File: config.mk
export PLATFORM = sky130hd
export DESIGN_NAME = pbus_frontend
export DESIGN_NICKNAME = d
export VERILOG_FILES = /design/src/rtl/pbus_pkg.sv /design/src/rtl/pbus_sync.sv /design/src/rtl/pbus_dac_reg.sv /design/src/rtl/pbus_irq_ctl.sv /design/src/rtl/pbus_frontend.sv
export SDC_FILE = /design/constraint.sdc
export NUM_CORES = 1
export LEC_CHECK = 0
export ABC_AREA = 1
export ABC_CLOCK_PERIOD_IN_PS = 1100
export BUFFER_PORTS_ARGS = -buffer_cell sky130_fd_sc_hd__buf_2
export CAP_MARGIN = 5
export CORE_ASPECT_RATIO = 0.7
export CORE_UTILIZATION = 49
export DETAILED_ROUTE_END_ITERATION = 10
export PLACE_DENSITY = 0.86
export SLEW_MARGIN = 30
export SYNTH_ARGS = -nofsm -noshare
export SYNTH_HDL_FRONTEND = slang
export SYNTH_SLANG_ARGS = --single-unit
File: constraint.sdc
create_clock -name clk -period 1.1 [get_ports clk]
set_input_delay 0.165 -clock clk [delete_from_list [all_inputs] [get_ports clk]]
set_output_delay 0.165 -clock clk [all_outputs]
set_load 0.02 [all_outputs]
File: src/rtl/pbus_pkg.sv
package pbus_pkg;

  localparam int CTL_W = 4;

  typedef struct packed {
    logic st_n;
    logic wr_n;
    logic rd_n;
    logic cs_n;
  } ctl_t;

  localparam ctl_t CTL_IDLE = '{st_n: 1'b1, wr_n: 1'b1, rd_n: 1'b1, cs_n: 1'b1};

endpackage

File: src/rtl/pbus_sync.sv
module pbus_sync #(
  parameter int           W       = 1,
  parameter int           STAGES  = 2,
  parameter logic [W-1:0] RST_VAL = '0
) (
  input  logic         clk,
  input  logic         rst_n,
  input  logic [W-1:0] d,
  output logic [W-1:0] q
);

  logic [W-1:0] stg_q [STAGES];

  always_ff @(posedge clk or negedge rst_n) begin
    if (!rst_n) begin
      for (int i = 0; i < STAGES; i++) stg_q[i] <= RST_VAL;
    end else begin
      stg_q[0] <= d;
      for (int i = 1; i < STAGES; i++) stg_q[i] <= stg_q[i-1];
    end
  end

  assign q = stg_q[STAGES-1];

endmodule

File: src/rtl/pbus_dac_reg.sv
module pbus_dac_reg #(
  parameter int DW = 8
) (
  input  logic          clk,
  input  logic          rst_n,
  input  logic          lrst_n,
  input  logic          load,
  input  logic          busy,
  input  logic [DW-1:0] wdata,
  output logic [DW-1:0] code,
  output logic          warn
);

  logic [DW-1:0] code_q, code_d;
  logic          warn_q, warn_d;

  always_comb begin
    code_d = code_q;
    if (load) code_d = wdata;
    warn_d = warn_q | (load & busy & lrst_n);
  end

  always_ff @(posedge clk or negedge lrst_n) begin
    if (!lrst_n) code_q <= '0;
    else         code_q <= code_d;
  end

  always_ff @(posedge clk or negedge rst_n) begin
    if (!rst_n) warn_q <= 1'b0;
    else        warn_q <= warn_d;
  end

  assign code = code_q;
  assign warn = warn_q;

  // an accepted load shows the captured bus data on the next cycle
  p_load_value_r1: assert property (@(posedge clk) disable iff (!lrst_n)
    load |=> (code_q == $past(wdata)));

  // without a load event the code register holds
  p_code_hold_r2: assert property (@(posedge clk) disable iff (!lrst_n)
    !load |=> $stable(code_q));

  // warning flag is sticky until system reset
  p_warn_sticky_r12: assert property (@(posedge clk) disable iff (!rst_n)
    warn_q |=> warn_q);

endmodule

File: src/rtl/pbus_irq_ctl.sv
module pbus_irq_ctl #(
  parameter int DW = 8
) (
  input  logic          clk,
  input  logic          rst_n,
  input  logic          lrst_n,
  input  logic          done,
  input  logic [DW-1:0] result,
  input  logic          rel_ev,
  output logic          irq_n,
  output logic [DW-1:0] rdata
);

  logic          irq_q, irq_d;
  logic [DW-1:0] rdata_q, rdata_d;

  always_comb begin
    irq_d = irq_q;
    if (done)        irq_d = 1'b0;
    else if (rel_ev) irq_d = 1'b1;
    rdata_d = rdata_q;
    if (done) rdata_d = result;
  end

  always_ff @(posedge clk or negedge lrst_n) begin
    if (!lrst_n) irq_q <= 1'b1;
    else         irq_q <= irq_d;
  end

  always_ff @(posedge clk or negedge rst_n) begin
    if (!rst_n) rdata_q <= '0;
    else        rdata_q <= rdata_d;
  end

  assign irq_n = irq_q;
  assign rdata = rdata_q;

  // interrupt falls only after a completion pulse
  p_irq_fall_r5: assert property (@(posedge clk) disable iff (!lrst_n)
    $fell(irq_q) |-> $past(done));

  // result latch keeps old data between completions
  p_old_data_r7: assert property (@(posedge clk) disable iff (!rst_n)
    !done |=> $stable(rdata_q));

endmodule

File: src/rtl/pbus_frontend.sv
module pbus_frontend
  import pbus_pkg::*;
#(
  parameter int DW          = 8,
  parameter int CH_W        = 2,
  parameter int SYNC_STAGES = 2
) (
  input  logic                 clk,
  input  logic                 rst_n,
  input  logic                 bus_cs_n,
  input  logic                 bus_rd_n,
  input  logic                 bus_wr_n,
  input  logic                 bus_clr_n,
  input  logic                 start_n,
  input  logic [CH_W-1:0]      chan_sel,
  input  logic [DW-1:0]        bus_din,
  input  logic                 conv_busy,
  input  logic                 conv_done,
  input  logic [DW-1:0]        conv_result,
  output logic [DW-1:0]        bus_dout,
  output logic                 bus_oe,
  output logic [DW-1:0]        dac_code,
  output logic                 irq_n,
  output logic                 conv_start,
  output logic [(1<<CH_W)-1:0] mux_sel,
  output logic                 dac_warn
);

  localparam int NCH = 1 << CH_W;
  localparam int SW  = DW + CTL_W;

  ctl_t          ctl_raw, ctl_s, ctl_p;
  logic [DW-1:0] din_s;
  logic [SW-1:0] sync_q;
  logic          lrst_n;
  logic          wr_load, rel_ev, st_fall, rd_start;
  logic          start_q, start_d;
  logic [DW-1:0] rdata;

  assign ctl_raw = ctl_t'({start_n, bus_wr_n, bus_rd_n, bus_cs_n});

  // Strobes and data share one synchronizer so they stay aligned
  pbus_sync #(.W(SW), .STAGES(SYNC_STAGES), .RST_VAL({{DW{1'b0}}, CTL_IDLE})) u_in_sync (
    .clk   (clk),
    .rst_n (rst_n),
    .d     ({bus_din, ctl_raw}),
    .q     (sync_q)
  );
  assign {din_s, ctl_s} = sync_q;

  // Local reset: asserts with rst_n or host clear, releases on the clock
  pbus_sync #(.W(1), .STAGES(2), .RST_VAL(1'b0)) u_rst_sync (
    .clk   (clk),
    .rst_n (rst_n & bus_clr_n),
    .d     (1'b1),
    .q     (lrst_n)
  );

  always_ff @(posedge clk or negedge rst_n) begin
    if (!rst_n) ctl_p <= CTL_IDLE;
    else        ctl_p <= ctl_s;
  end

  always_comb begin
    wr_load  = ctl_s.wr_n & ~ctl_p.wr_n & ~ctl_s.cs_n;
    rel_ev   = (ctl_s.cs_n & ~ctl_p.cs_n) | (ctl_s.rd_n & ~ctl_p.rd_n);
    st_fall  = ~ctl_s.st_n & ctl_p.st_n;
    rd_start = ~ctl_s.rd_n & ctl_p.rd_n & ~ctl_s.cs_n & ctl_s.st_n;
    start_d  = ~conv_busy & (st_fall | rd_start);
  end

  always_ff @(posedge clk or negedge rst_n) begin
    if (!rst_n) start_q <= 1'b0;
    else        start_q <= start_d;
  end

  pbus_dac_reg #(.DW(DW)) u_dac (
    .clk    (clk),
    .rst_n  (rst_n),
    .lrst_n (lrst_n),
    .load   (wr_load),
    .busy   (conv_busy),
    .wdata  (din_s),
    .code   (dac_code),
    .warn   (dac_warn)
  );

  pbus_irq_ctl #(.DW(DW)) u_irq (
    .clk    (clk),
    .rst_n  (rst_n),
    .lrst_n (lrst_n),
    .done   (conv_done),
    .result (conv_result),
    .rel_ev (rel_ev),
    .irq_n  (irq_n),
    .rdata  (rdata)
  );

  assign bus_oe     = ~ctl_s.cs_n & ~ctl_s.rd_n;
  assign bus_dout   = bus_oe ? rdata : '0;
  assign conv_start = start_q;

  for (genvar i = 0; i < NCH; i++) begin : g_mux
    assign mux_sel[i] = (chan_sel == CH_W'(i));
  end

  // host clear holds the code register at zero
  p_clr_code_r3: assert property (@(posedge clk) disable iff (!rst_n)
    !bus_clr_n |-> (dac_code == '0));

  // host clear holds the interrupt released
  p_clr_irq_r4: assert property (@(posedge clk) disable iff (!rst_n)
    !bus_clr_n |-> irq_n);

  // no start request right after a busy cycle
  p_no_start_busy_r10: assert property (@(posedge clk) disable iff (!rst_n)
    conv_start |-> !$past(conv_busy));

endmodule

Word level (Yosys, flattened, before mapping)
Index checks and enable logic that the tools add are counted.
{"block": "word_totals", "register_bits": 49, "latchBits": 0, "ram_bits": 0, "mem_bits_ro": 0, "inputBits": 27, "output_inout_bits": 24, "word_cells": 44, "memories": 0}
{"block": "op_classes", "addsub": 0, "mul": 0, "n_div": 0, "magnitude_cmp": 0, "n_eq_ne": 3, "n_shift": 0, "mux": 3, "bitwise_logic": 23, "n_reduce_logical": 2}
{"op": "AND 1 bit", "n": 13}
{"op": "two-way mux 8 bit", "n": 1}
{"op": "inverter 1 bit", "n": 7}
{"op": "equality test 2 bit, second input constant", "n": 2}
{"op": "bitwise OR 1 bit", "n": 3}
{"op": "equality test 2 x 1 -> 1 bit, second input constant", "n": 1}
{"op": "logical NOT 2 bit", "n": 1}
{"op": "two-way mux 1 bit", "n": 2}
{"op": "nonzero test 2 bit", "n": 1}

Depth between registers and ports, before layout
Gate-level depths: netlist (run 1).
{"block": "depth", "word_depth": 6, "mapped_depth": 5, "ltp_nobuf": 5}

Modules after synthesis
A second synthesis (run 1) with hierarchy kept.
{"block": "unflattened", "cells_unflattened": 153, "hier_area_um2": 1712.9}
{"module": "pbus_sync at u_in_sync", "instances": 1, "cells_each": 36, "area_each_um2": 700.7, "seq_area_each_um2": 610.6}
{"module": "pbus_dac_reg", "instances": 1, "cells_each": 38, "area_each_um2": 342.8, "seq_area_each_um2": 225.2}
{"module": "pbus_irq_ctl", "instances": 1, "cells_each": 37, "area_each_um2": 339.1, "seq_area_each_um2": 226.5}
{"module": "pbus_frontend", "instances": 1, "cells_each": 40, "area_each_um2": 280.3, "seq_area_each_um2": 130.1}
{"module": "pbus_sync at u_rst_sync", "instances": 1, "cells_each": 2, "area_each_um2": 50.0, "seq_area_each_um2": 50.0}

Worst setup path after synthesis (run 1)
OpenSTA, ideal clock, no wires.
{"block": "synth_timing", "path_kind": "reg-to-output", "from": "register u_in_sync.stg_q (netlist bit u_in_sync.q[0])", "to": "output port bus_dout[0]", "t_arrival_ns": 1.194, "required_time_ns": 0.935, "setup_slack_ns": -0.259, "path_stages_with_launch": 4, "path_buffers": 0, "cell_sequence": "dfstp_2 -> nor2_1 -> inv_2 -> nor2_1"}
{"block": "synth_via", "elab_chain_len": 3}
{"element": "start, declared", "line": "pbus_sync.sv:12", "text": "logic [W-1:0] stg_q [STAGES];"}
{"element": "inverter 1 bit", "line": "pbus_frontend.sv:99", "text": "assign bus_oe = ~ctl_s.cs_n & ~ctl_s.rd_n;"}
{"element": "AND 1 bit", "line": "pbus_frontend.sv:99"}
{"element": "net bus_oe", "line": "pbus_frontend.sv:21", "text": "output logic bus_oe,"}
{"element": "two-way mux 8 bit", "line": "pbus_frontend.sv:100", "text": "assign bus_dout = bus_oe ? rdata : '0;"}
{"element": "end, declared", "line": "pbus_frontend.sv:20", "text": "output logic [DW-1:0] bus_dout,"}
The timed path passes the listed nets, and every way through them passes these cells.

Final worst setup path (run 1)
{"block": "layout_timing", "from": "register u_in_sync.stg_q (netlist bit u_in_sync.q[0])", "to": "output port bus_dout[7]"}
{"block": "layout_via", "elab_chain_len": 3}
{"element": "inverter 1 bit", "line": "pbus_frontend.sv:99"}
{"element": "AND 1 bit", "line": "pbus_frontend.sv:99"}
{"element": "two-way mux 8 bit", "line": "pbus_frontend.sv:100"}
No other way between the ends.

==> results of run 1 <==
## kinds of logic (layout without fill, tap and decap cells)
logic type	after synthesis	in the layout	synth area share, %
other cells	1	1	0.232
flops	49	49	76.7
buf+inv	20	99	4.95
simple gates	54	54	14.1
compound gates	11	11	3.94
## cells in the final DEF, fill, tap and decap left out, types with 2 or more instances in the layout
master	n
nor2_2	6
nand3_2	4
buf_4	4
buf_6	11
dfstp_2	13
dfrtp_1	36
o21ai_0	8
nor2_1	3
inv_1	17
nand2_1	30
nor2_4	4
clkbuf_8	5
buf_12	2
nand3_1	5
dlygate4sd3_1	15
buf_2	40
## repair_timing
item | 4_1_cts | 5_1_grt
endpoints found under the hold margin | 40 | 26
setup buffers | 0 | 0
endpoints found under the setup margin | 12 | 20
gates cloned | 0 | 1
hold buffers | 15 | 1
resized for setup | 24 | 6
## where the power goes
group          leakage, µW  switching (µW)  internal, µW
sequential        0.000568            74.0          1960
clock            0.0000414             568           452
combinational     0.000595             310           237
total              0.00120             952          2650
## cell type report
type | instances | area (µm²) | area share, %
clock inverter | 2 | 16.3 | 0.684
inverter | 18 | 72.6 | 3.05
sequential | 49 | 1240 | 52.3
timing repair buffer | 73 | 569 | 23.9
tap | 38 | 47.5 | 2.00
multi-input combinational | 66 | 357 | 15.0
clock buffer | 6 | 72.6 | 3.05
## metal layers
metal	wire length, µm	GRT usage (%)
met1	1440	22.0
met2	1670	33.7
met3	123	4.91
met4	80	9.33
met5	0	0
## registers in the layout, summed over array words and instances (netlist names), 4 cells and up
| name | flops |
|---|---|
| u_dac.code | 8 |
| ctl_p | 4 |
| u_in_sync.q | 12 |
| u_in_sync.stg_q | 12 |
| u_irq.rdata | 8 |
## worst register-to-register path, cell delays in order, from the launching register on
cell and delay, ns:
dfstp_2 0.57, buf_6 0.12, nor2_4 0.05, buf_12 0.13, nand3_1 0.08, nand2_1 0.06
## worst paths after layout
kind	from	end	cells past startpoint
max	u_in_sync.q[0]$_DFF_PN1_	bus_dout[7]	4
min	conv_result[7]	u_irq.rdata[7]$_DFFE_PN0P_	3
max reg2reg	u_in_sync.q[0]$_DFF_PN1_	u_dac.code[4]$_DFFE_PN0P_	5
min reg2reg	u_rst_sync.q$_DFF_PN0_	u_dac.code[5]$_DFFE_PN0P_	1
max in group asynchronous	rst_n	u_rst_sync.q$_DFF_PN0_	6
min in group asynchronous	u_rst_sync.q$_DFF_PN0_	u_dac.code[5]$_DFFE_PN0P_	1
## per-stage QoR
stage / utilization, % / hold WS (ns)
finish: 75.5 / 0.0773
global route: 75.5 / 0.0951
CTS: 73.9 / 0.0708
detailed placement: 63.8 / 0.0412
global placement: 63.8 / 0.0397
floorplan: - / -0.131
==> results_dict.tcl, run 1 <==
set metrics [dict create \
    status "finished, violations left" \
    violations "DRC, setup timing" \
    critical_path_class "reg -> out" \
    drive_gt1_share_pct 44.9 \
    worstPathBufferInverterCount 2 \
    io_pins 51 \
    synth-seq-cells 49 \
    clkSlewWorstSetupHoldPaths_ns 0.09 \
    drt_iter0_drc 61 \
    yosys-top-cells-count "dfrtp_1 (36), nand2_1 (31), inv_1 (17), dfstp_2 (13), nor2_1 (12)" \
    synthToLayoutAreaGrowth_pct 46.8 \
    cts.htree.levels 2 \
    end_kind "primary output" \
    cp_top_family "flip-flops" \
    stdcell_count 252 \
    die_x_um 70.7 \
    hold_path_class "in -> reg" \
    via_count 1175 \
    synth_area_leaders "dfrtp_1 (56%), dfstp_2 (21%), nand2_1 (7.2%)" \
    finalSetupTns_ns -2.84 \
    dp.cells 228 \
    port-buffer-count 50 \
    dp_hpwl_um 1890 \
    core-area_um2 3150 \
    start_util_pct 51.4 \
    nets 240 \
    crit_path_max_incr_delay_ns 0.57 \
    clock_skew_ns 0.00668 \
    grt_max_degree 29 \
    syn_area_per_cell_um2 12.0 \
    cp_slowest_cell "dfstp_2" \
    synth_ff_type "dfrtp_1" \
    synth_top_cell_by_area "dfrtp_1" \
    grt-ovfl-total 0 \
    routed_wl_um 3310 \
    rows 17 \
    required_ns 0.94 \
    grt_usage_pct 19.1 \
    max_freq_ghz 0.720 \
    final_cell_area_um2 2380 \
    antenna_found_initial 0 \
    finalMaxSlewViolations 0 \
    ys_seq_area_share_pct 76.7 \
    cap_viol_max_count 0 \
    num_antenna_cells 0 \
    syn-num-nets 162 \
    grt_pass1_vias 1113 \
    cp.arrival_ns 1.22 \
    finalCritPeriodShare_pct 126 \
    fp.dieH_um 50.1 \
    p_per_area_nw_per_um2 1520 \
    grt_pass1_wl_um 4770 \
    finalSetupViolCount 14 \
    place_congestion 0.831 \
    synth_edf_count 0 \
    cts_tree "done" \
    cts_root_buf "clkbuf_8" \
    cts_sinks 49 \
    synth_area_um2 1620 \
    async_flop_share_pct 100 \
    p_leak_uw 0.00120 \
    startpoint_type "flop" \
    synth_top_area_share_pct 55.6 \
    placed_cell_area_um2 2010 \
    clock_path_buffers 2 \
    clock_latency_ns 0.30 \
    r2r_setup_slack_ns -0.01 \
    rsz0062_at_grt "yes" \
    vias_per_cell 4.66 \
    synth.most_common_cell "dfrtp_1" \
    total_power_uw 3600 \
    cts_made_buffers 5 \
    netlist_instances 135 \
    dr.pass1.iters 7 \
    timing.final.ws_setup_ns -0.289 \
    avgRoutedWirePerCell_um 13.1 \
    critical_path.max_fanout 8 \
    ys_warn_count 0 \
    post-place-ws_ns -0.0128 \
    die_area_um2 3540 \
    ys_types 16 \
    hold_viol 0 \
    drc 8 \
    worstPathCellList "nor2_4 -> inv_6 -> nor2_2 -> buf_6" \
    ir_drop_uv 1060 \
    final_antenna_net_count 0 \
    fin_crit_ns 1.39 \
    fillerInstances 215 \
]
(Power assumes the default switching activity.)
==> run 2, diff against run 1 <==
Settings changed: ABC_CLOCK_PERIOD_IN_PS 1100 to 1700, CORE_UTILIZATION 49 to 53, CTS_BUF_LIST set to sky130_fd_sc_hd__clkbuf_16, PLACE_DENSITY 0.86 to not set, PLACE_DENSITY_LB_ADDON set to 0.25.
Clock period 1.1 ns to 1.7 ns, I/O delays scaled along.
==> results_dict.tcl, run 2 (synthesized netlist as in run 1, its figures left out) <==
set metrics [dict create \
    status "finished clean" \
    grt_pass1_wl_um 4060 \
    grt_pass1_vias 973 \
    max_slew.worst_pin.slew_ns 0.718 \
    core-area_um2 2840 \
    max_freq_ghz 0.655 \
    rows 16 \
    timing.final.ws_setup_ns 0.173 \
    grt_usage_pct 18.7 \
    routed_wl_um 2780 \
    postCtsHoldBufs 1 \
    grt-ovfl-total 0 \
    startpoint "u_in_sync.q[0]$_DFF_PN1_" \
    route.met3.wl_um 200 \
    dp_hpwl_um 1910 \
    cts_made_buffers 5 \
    p_leak_uw 0.00113 \
    num_antenna_cells 0 \
    worstReg2RegStart "u_in_sync.q[2]$_DFF_PN1_" \
    clock_skew_ns 0.00377 \
    final_common_cell "buf_2" \
    io_pins 51 \
    finalSetupTns_ns 0 \
    hold_path_class "in -> async" \
    cts_root_buf "clkbuf_16" \
    hold_viol 0 \
    slew_headroom_pct 52.1 \
    port-buffer-count 50 \
    clock_path_buffers 2 \
    post-place-ws_ns 0.480 \
    mostFrequentLayoutCells "buf_2 (50), dfrtp_1 (36), nand2_1 (31), inv_1 (17), dfstp_2 (13)" \
    die_area_um2 3280 \
    p_per_area_nw_per_um2 1290 \
    clock_latency_ns 0.29 \
    cts_tree "done" \
    multiInputGateArea_um2 297 \
    clkSlewWorstSetupHoldPaths_ns 0.06 \
    cts_sinks 49 \
    nets 220 \
    finalCritPeriodShare_pct 89.8 \
    fp.dieH_um 48.2 \
    required_ns 1.44 \
    drive_gt1_share_pct 39.7 \
    rsz0062_at_grt "no" \
    vias_per_cell 4.66 \
    finalMaxSlewViolations 0 \
    top_layer "met4" \
    drt_iter0_drc 45 \
    synthToLayoutAreaGrowth_pct 29.7 \
    worstPathCellList "nor2_1 -> inv_2 -> nor2_1 -> buf_2" \
    critical_path.max_fanout 8 \
    critical_path_class "reg -> out" \
    startpoint_type "flop" \
    dr.pass1.iters 4 \
    crit_top_cell "nor2_1" \
    cp_slowest_cell "dfstp_2" \
    avgRoutedWirePerCell_um 12.1 \
    antenna_found_initial 0 \
    holdWs_ns 0.0194 \
    ir_drop_uv 656 \
    post_cts_buffers 0 \
    cp.arrival_ns 1.27 \
    end_kind "primary output" \
    via_count 1071 \
    finalSetupViolCount 0 \
    grt_max_degree 36 \
    start_util_pct 57.0 \
    fin_crit_ns 1.53 \
    drc 0 \
    die_x_um 68.1 \
    final_antenna_net_count 0 \
    m1WireLength_um 1160 \
    place_congestion 0.686 \
    dr_wl_met2_um 1360 \
    cts_repair_resize_count 0 \
    seqCellArea_um2 1240 \
    crit_path_max_incr_delay_ns 0.58 \
    fillerInstances 198 \
    cts.htree.levels 2 \
    cap_viol_max_count 0 \
]
## run 2: changes by cell type in the layout (fill, tap and decap cells not counted), moves of 3 or more
cell	change
dlygate4sd3_1	-14
buf_6	-11
buf_2	+10
nor2_1	+9
nor2_2	-6
clkbuf_8	-5
clkbuf_16	+4
nand3_1	+4
nand3_2	-4
nor2_4	-3
## run 2: cell type report
cell class                 instances  share of cell area (%)
sequential                        49                    59.2
inverter                          18                    3.22
tap                               36                    2.15
clock inverter                     3                    2.26
clock buffer                       5                    5.96
multi-input combinational         66                    14.1
timing repair buffer              53                    13.1
## run 2: path summary, 6_finish.rpt
path,end,cells after the start,slack (ns)
max,bus_dout[0],4,0.17
min,u_dac.warn$_DFF_PN0_,1,0.02
max reg2reg,u_dac.code[2]$_DFFE_PN0P_,3,0.65
min reg2reg,u_dac.code[0]$_DFFE_PN0P_,0,0.15
max in group asynchronous,u_irq.rdata[7]$_DFFE_PN0P_,2,1.14
min in group clk,u_in_sync.stg_q[14]$_DFF_PN1_,1,0.06
## run 2: power breakdown
group / internal [µW] / switching (µW)
Sequential: 1270 / 47.1
Clock: 703 / 419
Combinational: 94.8 / 171
Total: 2070 / 637
## run 2: routing by layer
layer	vias to the layer above	global-route usage, %
met5	-	0
met4	0	7.50
met3	7	10.0
met2	35	31.8
met1	508	20.2
li1	521	-
## run 2: critical path, delay by kind of cell (launching register included)
kind                   cells  cell delay (ns)
flip-flops                 1             0.58
AND/OR/NAND/NOR            2             0.13
buffers and inverters      2             0.27
## run 2: metrics by stage
step	std cells	instance area [µm²]	total power [µW]	util [%]
floorplan	135	1620	1470	-
finish	230	2100	2710	73.9
global route	230	2100	2830	73.9
global placement	221	1920	1590	67.4
CTS	230	2100	2740	73.9
detailed placement	221	1920	1600	67.4
